<file path="src/rtl/pst_pkg.sv">
package pst_pkg;

   typedef enum logic [2:0] {
      STP_WR_ERR = 3'd0,
      STP_RD_ERR = 3'd1,
      STP_RD_CON = 3'd2,
      STP_RD_MEM = 3'd3,
      STP_RD_RSV = 3'd4,
      STP_FIN    = 3'd5
   } step_e;

   function automatic step_e next_step(input step_e s);
      case (s)
         STP_WR_ERR: return STP_RD_ERR;
         STP_RD_ERR: return STP_RD_CON;
         STP_RD_CON: return STP_RD_MEM;
         STP_RD_MEM: return STP_RD_RSV;
         default:    return STP_FIN;
      endcase
   endfunction

endpackage

</file>
<file path="src/rtl/pst_bus_xfer.sv">
module pst_bus_xfer #(
   parameter int AW  = 22,
   parameter int DW  = 16,
   parameter int TMO = 64
) (
   input  logic          clk,
   input  logic          rst_n,
   input  logic          go_i,
   input  logic          we_i,
   input  logic [AW-1:0] addr_i,
   input  logic [DW-1:0] wdata_i,
   output logic          busy_o,
   output logic          done_o,
   output logic          ok_o,
   output logic [DW-1:0] rdata_o,
   output logic          bus_req_o,
   output logic          bus_we_o,
   output logic [AW-1:0] bus_addr_o,
   output logic [DW-1:0] bus_wdata_o,
   input  logic          bus_ack_i,
   input  logic [DW-1:0] bus_rdata_i
);
   localparam int CW = $clog2(TMO + 1);
   localparam logic [CW-1:0] CNT_LAST = CW'(TMO - 1);

   generate
      if (TMO < 2) begin : g_bad_tmo
         $error("pst_bus_xfer: TMO must be at least 2");
      end
   endgenerate

   logic          busy_q;
   logic [CW-1:0] cnt_q;

   always_ff @(posedge clk) begin
      if (!rst_n) begin
         busy_q      <= 1'b0;
         cnt_q       <= '0;
         done_o      <= 1'b0;
         ok_o        <= 1'b0;
         rdata_o     <= '0;
         bus_we_o    <= 1'b0;
         bus_addr_o  <= '0;
         bus_wdata_o <= '0;
      end else begin
         done_o <= 1'b0;
         if (!busy_q) begin
            if (go_i) begin
               busy_q      <= 1'b1;
               cnt_q       <= '0;
               bus_we_o    <= we_i;
               bus_addr_o  <= addr_i;
               bus_wdata_o <= wdata_i;
            end
         end else if (bus_ack_i) begin
            busy_q  <= 1'b0;
            done_o  <= 1'b1;
            ok_o    <= 1'b1;
            rdata_o <= bus_rdata_i;
         end else if (cnt_q == CNT_LAST) begin
            busy_q <= 1'b0;
            done_o <= 1'b1;
            ok_o   <= 1'b0;
         end else begin
            cnt_q <= cnt_q + 1'b1;
         end
      end
   end

   assign busy_o    = busy_q;
   assign bus_req_o = busy_q;

   // a request left unanswered for the full window is released
   a_r7_timeout_release: assert property (@(posedge clk) disable iff (!rst_n)
      (busy_q && !bus_ack_i && cnt_q == CNT_LAST) |=> (!busy_q && done_o && !ok_o));

   // transfer fields hold while the request is pending
   a_r10_hold_fields: assert property (@(posedge clk) disable iff (!rst_n)
      (busy_q && !bus_ack_i && cnt_q != CNT_LAST) |=>
         ($stable(bus_addr_o) && $stable(bus_we_o) && $stable(bus_wdata_o)));

   // an acknowledge ends the request on the next edge
   a_r10_ack_drop: assert property (@(posedge clk) disable iff (!rst_n)
      (busy_q && bus_ack_i) |=> (!busy_q && done_o && ok_o));

endmodule

</file>
<file path="src/rtl/pst_seq.sv">
module pst_seq
   import pst_pkg::*;
#(
   parameter int          AW       = 22,
   parameter int          DW       = 16,
   parameter logic [AW-1:0] ERR_ADDR = 22'o17777766,
   parameter logic [AW-1:0] CON_ADDR = 22'o17777560,
   parameter logic [AW-1:0] MEM_ADDR = 22'o0,
   parameter logic [AW-1:0] RSV_ADDR = 22'o17777700,
   parameter logic [DW-1:0] PATTERN  = 16'h00A5
) (
   input  logic          clk,
   input  logic          rst_n,
   output logic          go_o,
   output logic          we_o,
   output logic [AW-1:0] addr_o,
   output logic [DW-1:0] wdata_o,
   input  logic          xfer_busy_i,
   input  logic          done_i,
   input  logic          ok_i,
   input  logic [DW-1:0] rdata_i,
   output logic          ctl_lit_o,
   output logic          con_lit_o,
   output logic          mem_lit_o,
   output logic          fin_o,
   output logic          pass_o
);
   step_e step_q;
   logic  issued_q;
   logic  wr_ok_q;
   logic  mem0_ok_q;

   assign go_o    = !issued_q && (step_q != STP_FIN);
   assign we_o    = (step_q == STP_WR_ERR);
   assign wdata_o = PATTERN;

   always_comb begin
      case (step_q)
         STP_WR_ERR, STP_RD_ERR: addr_o = ERR_ADDR;
         STP_RD_CON:             addr_o = CON_ADDR;
         STP_RD_MEM:             addr_o = MEM_ADDR;
         default:                addr_o = RSV_ADDR;
      endcase
   end

   always_ff @(posedge clk) begin
      if (!rst_n) begin
         step_q    <= STP_WR_ERR;
         issued_q  <= 1'b0;
         wr_ok_q   <= 1'b0;
         mem0_ok_q <= 1'b0;
         ctl_lit_o <= 1'b1;
         con_lit_o <= 1'b1;
         mem_lit_o <= 1'b1;
         fin_o     <= 1'b0;
      end else if (go_o) begin
         issued_q <= 1'b1;
      end else if (issued_q && done_i) begin
         issued_q <= 1'b0;
         step_q   <= next_step(step_q);
         case (step_q)
            STP_WR_ERR: wr_ok_q <= ok_i;
            STP_RD_ERR: if (wr_ok_q && ok_i && rdata_i == PATTERN) ctl_lit_o <= 1'b0;
            STP_RD_CON: if (ok_i) con_lit_o <= 1'b0;
            STP_RD_MEM: mem0_ok_q <= ok_i;
            STP_RD_RSV: begin
               if (mem0_ok_q && !ok_i) mem_lit_o <= 1'b0;
               fin_o <= 1'b1;
            end
            default: ;
         endcase
      end
   end

   assign pass_o = fin_o && !ctl_lit_o && !con_lit_o && !mem_lit_o;

   // an indicator that went out stays out until reset
   a_r2_ctl_stays_off: assert property (@(posedge clk) disable iff (!rst_n)
      !ctl_lit_o |=> !ctl_lit_o);
   a_r2_con_stays_off: assert property (@(posedge clk) disable iff (!rst_n)
      !con_lit_o |=> !con_lit_o);
   a_r2_mem_stays_off: assert property (@(posedge clk) disable iff (!rst_n)
      !mem_lit_o |=> !mem_lit_o);

   // completion is sticky and issues nothing further
   a_r9_fin_sticky: assert property (@(posedge clk) disable iff (!rst_n)
      fin_o |=> (fin_o && !go_o));

   // a new transfer is only requested when the bus engine is idle
   a_r3_go_when_idle: assert property (@(posedge clk) disable iff (!rst_n)
      go_o |-> !xfer_busy_i);

endmodule

</file>
<file path="src/rtl/pst_led_seq.sv">
module pst_led_seq #(
   parameter int            AW              = 22,
   parameter int            DW              = 16,
   parameter int            TMO_CYCLES      = 64,
   parameter bit            LED_ACTIVE_HIGH = 1'b1,
   parameter logic [AW-1:0] ERR_ADDR        = 22'o17777766,
   parameter logic [AW-1:0] CON_ADDR        = 22'o17777560,
   parameter logic [AW-1:0] MEM_ADDR        = 22'o0,
   parameter logic [AW-1:0] RSV_ADDR        = 22'o17777700,
   parameter logic [DW-1:0] PATTERN         = 16'h00A5
) (
   input  logic          clk,
   input  logic          rst_n,
   input  logic          mon_mode_i,
   output logic          bus_req_o,
   output logic          bus_we_o,
   output logic [AW-1:0] bus_addr_o,
   output logic [DW-1:0] bus_wdata_o,
   input  logic          bus_ack_i,
   input  logic [DW-1:0] bus_rdata_i,
   output logic          led_mon_o,
   output logic          led_ctl_o,
   output logic          led_con_o,
   output logic          led_mem_o,
   output logic          test_done_o,
   output logic          test_pass_o
);
   generate
      if (AW < 22) begin : g_bad_aw
         $error("pst_led_seq: AW must hold the probe addresses");
      end
      if (DW < 8) begin : g_bad_dw
         $error("pst_led_seq: DW too narrow");
      end
   endgenerate

   logic          go, we, busy, done, ok;
   logic [AW-1:0] addr;
   logic [DW-1:0] wdata, rdata;
   logic          ctl_lit, con_lit, mem_lit;

   pst_seq #(
      .AW(AW), .DW(DW), .ERR_ADDR(ERR_ADDR), .CON_ADDR(CON_ADDR),
      .MEM_ADDR(MEM_ADDR), .RSV_ADDR(RSV_ADDR), .PATTERN(PATTERN)
   ) u_seq (
      .clk(clk), .rst_n(rst_n),
      .go_o(go), .we_o(we), .addr_o(addr), .wdata_o(wdata),
      .xfer_busy_i(busy), .done_i(done), .ok_i(ok), .rdata_i(rdata),
      .ctl_lit_o(ctl_lit), .con_lit_o(con_lit), .mem_lit_o(mem_lit),
      .fin_o(test_done_o), .pass_o(test_pass_o)
   );

   pst_bus_xfer #(.AW(AW), .DW(DW), .TMO(TMO_CYCLES)) u_xfer (
      .clk(clk), .rst_n(rst_n),
      .go_i(go), .we_i(we), .addr_i(addr), .wdata_i(wdata),
      .busy_o(busy), .done_o(done), .ok_o(ok), .rdata_o(rdata),
      .bus_req_o(bus_req_o), .bus_we_o(bus_we_o), .bus_addr_o(bus_addr_o),
      .bus_wdata_o(bus_wdata_o), .bus_ack_i(bus_ack_i), .bus_rdata_i(bus_rdata_i)
   );

   generate
      if (LED_ACTIVE_HIGH) begin : g_led_hi
         assign led_mon_o = mon_mode_i;
         assign led_ctl_o = ctl_lit;
         assign led_con_o = con_lit;
         assign led_mem_o = mem_lit;
      end else begin : g_led_lo
         assign led_mon_o = ~mon_mode_i;
         assign led_ctl_o = ~ctl_lit;
         assign led_con_o = ~con_lit;
         assign led_mem_o = ~mem_lit;
      end
   endgenerate

   // overall pass only once done and with every check indicator out
   a_r9_pass_rule: assert property (@(posedge clk) disable iff (!rst_n)
      test_pass_o |-> (test_done_o && !ctl_lit && !con_lit && !mem_lit));

   // the first cycle out of reset shows all checks pending
   a_r1_reset_state: assert property (@(posedge clk)
      !rst_n |=> (ctl_lit && con_lit && mem_lit && !test_done_o && !bus_req_o));

endmodule

</file>
<file path="config.mk">
export PLATFORM = sky130hd
export DESIGN_NAME = pst_led_seq
export DESIGN_NICKNAME = d
export VERILOG_FILES = /design/src/rtl/pst_pkg.sv /design/src/rtl/pst_bus_xfer.sv /design/src/rtl/pst_seq.sv /design/src/rtl/pst_led_seq.sv
export SDC_FILE = /design/constraint.sdc
export NUM_CORES = 1
export LEC_CHECK = 0
export ABC_CLOCK_PERIOD_IN_PS = 2450
export BUFFER_PORTS_ARGS = -buffer_cell sky130_fd_sc_hd__buf_2
export CAP_MARGIN = 10
export CORE_UTILIZATION = 50
export CTS_BUF_LIST = sky130_fd_sc_hd__clkbuf_8
export DETAILED_ROUTE_END_ITERATION = 8
export PLACE_DENSITY = 0.81
export SLEW_MARGIN = 15
export SYNTH_ARGS = -nofsm -noshare
export SYNTH_HDL_FRONTEND = slang
export SYNTH_SLANG_ARGS = --single-unit
</file>
<file path="constraint.sdc">
create_clock -name clk -period 2.45 [get_ports clk]
set_clock_uncertainty 0.2 [all_clocks]
set_input_delay 0.1225 -clock clk [delete_from_list [all_inputs] [get_ports clk]]
set_output_delay 0.1225 -clock clk [all_outputs]
set_load 0.05 [all_outputs]
</file>
==> metrics.sh <==
ROOT_BUF_CELL='sky130_fd_sc_hd__clkbuf_8'
RR_ENDPOINT='u_xfer.cnt_q[3]'
WORST_SKEW_PAIR.LATE_LATENCY_NS=0.29
LAYOUT.CELL_AREA.NON_FILLER_UM2=2341
CRITICAL_PATH.SLOWEST_CELL='sky130_fd_sc_hd__dfxtp_1'
INITIALDRTVIOLATIONCOUNT=88
FMAXACHIEVABLE_MHz=555.8
FINAL_NETS=294
FP.DIEAREA_UM2=4243
GRT_ANTENNA_BEFORE_REPAIR=0
FINAL.SETUP.WORST_SLACK_NS=0.6509
CP.ARRIVAL_NS=1.78
NETLIST_AREA_UM2=1993
IO_BUFFER_COUNT=49
PEAK_SUPPLY_DROP_uV=519.2
LAYOUT.CELLS.MOST_COMMON_LIST='sky130_fd_sc_hd__buf_2, sky130_fd_sc_hd__dfxtp_1, sky130_fd_sc_hd__nand2_1, sky130_fd_sc_hd__a21oi_1, sky130_fd_sc_hd__dlygate4sd3_1'
CORE.ROWCOUNT=22
FINALSETUPTNS_NS=0
YOSYSUNIQUECELLTYPES=45
SYNTHFLOPTYPE='sky130_fd_sc_hd__dfxtp_1'
DETAILED_PLACE.AREA_UM2=2051
SYNTH-SEQ-AREA-SHARE_PCT=42.18
GRT_USE_TOTAL_PCT=19.02
TIMING.REG2REG.WORST_PATH_DEPTH=4
VIAS_IN_THE_FIRST_GLOBAL_ROUTE=1459
HTREE_NUM_LEVELS=2
WORST_HOLD_PATH.ENDPOINT='led_mon_o'
SYN_AVG_CELL_AREA_UM2=8.628
SLEW_VIOL_FINAL=0
TOTAL_WIRELENGTH_OF_THE_DETAILED_ROUTED_DESIGN_UM=3822
FINALCRITICALPERIOD_NS=1.799
ANTENNA-DIODE-COUNT=0
END_KIND='flop'
PLACEDCELLCOUNT=296
HOLD_BUFFERS=18
TOTAL_OF_FILL_CELLS_IN_THE_FINISHED_DESIGN=318
SYNTH-SEQ-CELLS=42
ANTENNA_VIOLATING_NETS_POST_ROUTE=0
TIMING.FINAL.CRIT_SHARE_PCT=73.43
PIN_COUNT_OF_THE_BIGGEST_NET_ENTERING_GLOBAL_ROUTING=31
SHARE_OF_THE_SYNTHESIZED_AREA_IN_THE_TOP_CELL_TYPE_PCT=42.18
CRITICAL_PATH.MAX_STAGE_DELAY_NS=0.61
CRITICAL_PATH_CELL_BY_CELL='nand3b_2 > a21oi_1 > and2_4 > a221o_1'
CLOCK-SINKS=42
VIASPERCELL=5.003
CLKPWRFRAC_PCT=32.7
AVGROUTEDWIREPERCELL_UM=11.87
POWER.STATIC_LEAKAGE_nW=0.9927
FP.COREAREA_UM2=3744
POST_CTS_RESIZED=0
TRITONCTS='built'
HOLD_DEPTH=0
PLACE_WORST_SETUP_SLACK_NS=0.6806
FIRST_PASS_GRT_WIRE_LENGTH_UM=6368
SWITCHING_SHARE_PCT=32.02
POWER_SWITCHING_mW=0.5172
LAYOUT-AREA-OVERHEAD-VS-SYNTH_PCT=17.45
SETUP.WORST_PATH.START_CLASS='flop'
NUMBER_OF_ENABLE_TYPE_REGISTER_CELLS_IN_THE_SYNTHESIZED_NETLIST=0
GP_CONGESTION=0.8106
VIAS=1611
WORST-R2R-SETUP-SLACK_NS=0.65
MIN-DELAY-PATH-CLASS='in2out'
CTS.PATH.MAX_BUFFERS=2
DIE_W_UM=65.14
POSTCTSSETUPREPAIRBUFS=0
CLK_TRANSITION_REPORTED_PATHS_NS=0.08
CRIT_FANOUT=14
RESULT_OF_THE_RUN='finished, final reports clean'
SYNTH_LARGEST_AREA_CELL='sky130_fd_sc_hd__dfxtp_1'
WORST_SLEW_PIN_SLEW_NS=0.5565
YOSYS-TOP-CELLS-AREA='sky130_fd_sc_hd__dfxtp_1, sky130_fd_sc_hd__buf_4, sky130_fd_sc_hd__nand2_1'
POST_DP_HPWL_UM=2455
CELLS_AFTER_SYNTHESIS=231
START_UTIL_PCT=53.24
MAX_CAP_VIOLATIONS=0
POST-ROUTE-DRC-COUNT=0
FINAL-HOLD-VIOLATION-COUNT=0
WORSTHOLDSTART='mon_mode_i'
FINAL_LAYOUT_SIZE_SUFFIX_GT1_SHARE_PCT=24.45
TOP_PORTS=66
UNREPAIRED_SETUP_ENDPOINTS_AFTER_GLOBAL_ROUTING='no'
GLOBAL_ROUTE_OVERFLOW=0
SYNTH_WARNINGS=0
TIMING.FINAL.SETUP_VIOLATIONS=0
CRITPATHKIND='reg2reg'
WORST_EP_REQUIRED_TIME_NS=2.43
DIE_HEIGHT_UM=65.14
AREAL_POWER_DENSITY_OVER_THE_CELLS_nW_PER_UM2=689.9
FINAL_CELL_COUNT_NO_FILL=322
WORSTREG2REGSTART='u_seq.step_q[1]'
DRTPASS1ITERATIONS=6
YS_ASYNC_SR_FRACTION_PCT=0
WORST_SLEW_MARGIN_RELATIVE_TO_ITS_LIMIT_PCT=62.81
MOST_COMMON_CELL_AFTER_LAYOUT_FILL_AND_TAPS_ASIDE='sky130_fd_sc_hd__buf_2'
COMBPWRFRAC_PCT=21.5
NUMBER_OF_BUFFERS_CREATED_BY_CTS=5
PROPORTION_OF_POWER_DRAWN_BY_FLIP_FLOPS_AND_LATCHES_PCT=45.8
CELL_INTERNAL_PWR_mW=1.098
## per-layer routing
layer  global-route usage [%]  wire length (um)
met1                    24.62              1890
met2                    31.25              1726
met3                    3.993               151
met4                    6.793                55
met5                        0                 0
## metrics by stage
step	power, mW	hold WS (ns)	util [%]
2_1_floorplan	1.077	0.04317	-
3_3_place_gp	1.075	0.04534	54.78
3_5_place_dp	1.079	0.04534	54.78
4_1_cts	1.620	0.04534	62.53
5_1_grt	1.682	0.04536	62.53
6_report	1.615	0.04511	62.53
## kinds of logic (layout without fill, tap and decap cells)
| family | Yosys count | after routing | synth area share [%] |
|---|---|---|---|
| and+or+nand+nor | 89 | 89 | 22.72 |
| buffers and inverters | 50 | 80 | 16.32 |
| AOI/OAI and AO/OA | 43 | 43 | 15.51 |
| DFF | 42 | 42 | 42.18 |
| muxes | 4 | 4 | 2.009 |
| adders and majority gates | 1 | 1 | 0.6276 |
| other | 1 | 14 | 0.1881 |
| xor gates and xnor gates | 1 | 1 | 0.4395 |
## worst max path at each step
stage                    start         endpoint  slack, ns  cells after the start
6_report       u_seq.step_q[1]  u_xfer.cnt_q[3]       0.65                      4
2_1_floorplan      u_seq.fin_o      test_pass_o       0.51                      1
3_3_place_gp   u_seq.step_q[1]  u_xfer.cnt_q[4]       0.72                      4
3_5_place_dp   u_seq.step_q[1]  u_xfer.cnt_q[3]       0.68                      4
4_1_cts        u_seq.step_q[1]  u_xfer.cnt_q[3]       0.67                      4
5_1_grt        u_seq.step_q[1]  u_xfer.cnt_q[3]       0.54                      4
## worst max-delay path: cells and delay by family, from the launching register on
| kind | cells | cell delay (ns) |
|---|---|---|
| DFF | 1 | 0.61 |
| AOI/OAI and AO/OA | 2 | 0.45 |
| and+or+nand+nor | 2 | 0.43 |
## cell type report
type	instances	area, um^2	area share [%]
clock inverters	3	41.29	1.764
flip-flops and latches	42	840.8	35.92
repair buffers	68	432.9	18.49
inverters	4	15.01	0.6414
multi-input cells	152	882.1	37.68
well taps	48	60.06	2.565
clock buffers	5	68.82	2.940
## cell usage after synthesis, types with 2 or more instances
library cell and count:
sky130_fd_sc_hd__a221o_1 2, sky130_fd_sc_hd__o21ai_1 2, sky130_fd_sc_hd__buf_2 5, sky130_fd_sc_hd__nand2_1 41
sky130_fd_sc_hd__and3_1 3, sky130_fd_sc_hd__inv_1 3, sky130_fd_sc_hd__and2_1 2, sky130_fd_sc_hd__nor2_1 13
sky130_fd_sc_hd__dfxtp_1 42, sky130_fd_sc_hd__nor3_1 5, sky130_fd_sc_hd__clkbuf_1 5, sky130_fd_sc_hd__nand3b_1 2
sky130_fd_sc_hd__nor4b_1 3, sky130_fd_sc_hd__nand4_1 4, sky130_fd_sc_hd__o211a_1 2, sky130_fd_sc_hd__buf_4 35
sky130_fd_sc_hd__nand3_1 4, sky130_fd_sc_hd__a21oi_1 23, sky130_fd_sc_hd__a22o_1 2, sky130_fd_sc_hd__mux2i_1 4
sky130_fd_sc_hd__nor4_1 4, sky130_fd_sc_hd__a21o_1 2
## power by group through the flow
stage | logic (mW) | clock network, mW | registers [mW]
after floorplan | 0.295 | 0 | 0.782
after global placement | 0.321 | 0 | 0.755
after detailed placement | 0.324 | 0 | 0.756
after CTS | 0.346 | 0.535 | 0.740
after global routing | 0.366 | 0.570 | 0.746
final | 0.347 | 0.528 | 0.740
## flip-flops by register name, summed over array words and instances (netlist names)
name                count
u_seq.mem0_ok_q         1
u_xfer.bus_wdata_o      1
u_xfer.bus_addr_o       4
u_xfer.ok_o             1
u_seq.wr_ok_q           1
u_xfer.rdata_o         16
u_xfer.bus_we_o         1
u_seq.fin_o             1
u_seq.con_lit_o         1
u_xfer.bus_req_o        1
u_xfer.cnt_q            7
u_xfer.done_o           1
u_seq.mem_lit_o         1
u_seq.step_q            3
u_seq.issued_q          1
u_seq.ctl_lit_o         1
No activity file was read; power rests on OpenSTA's default activity.
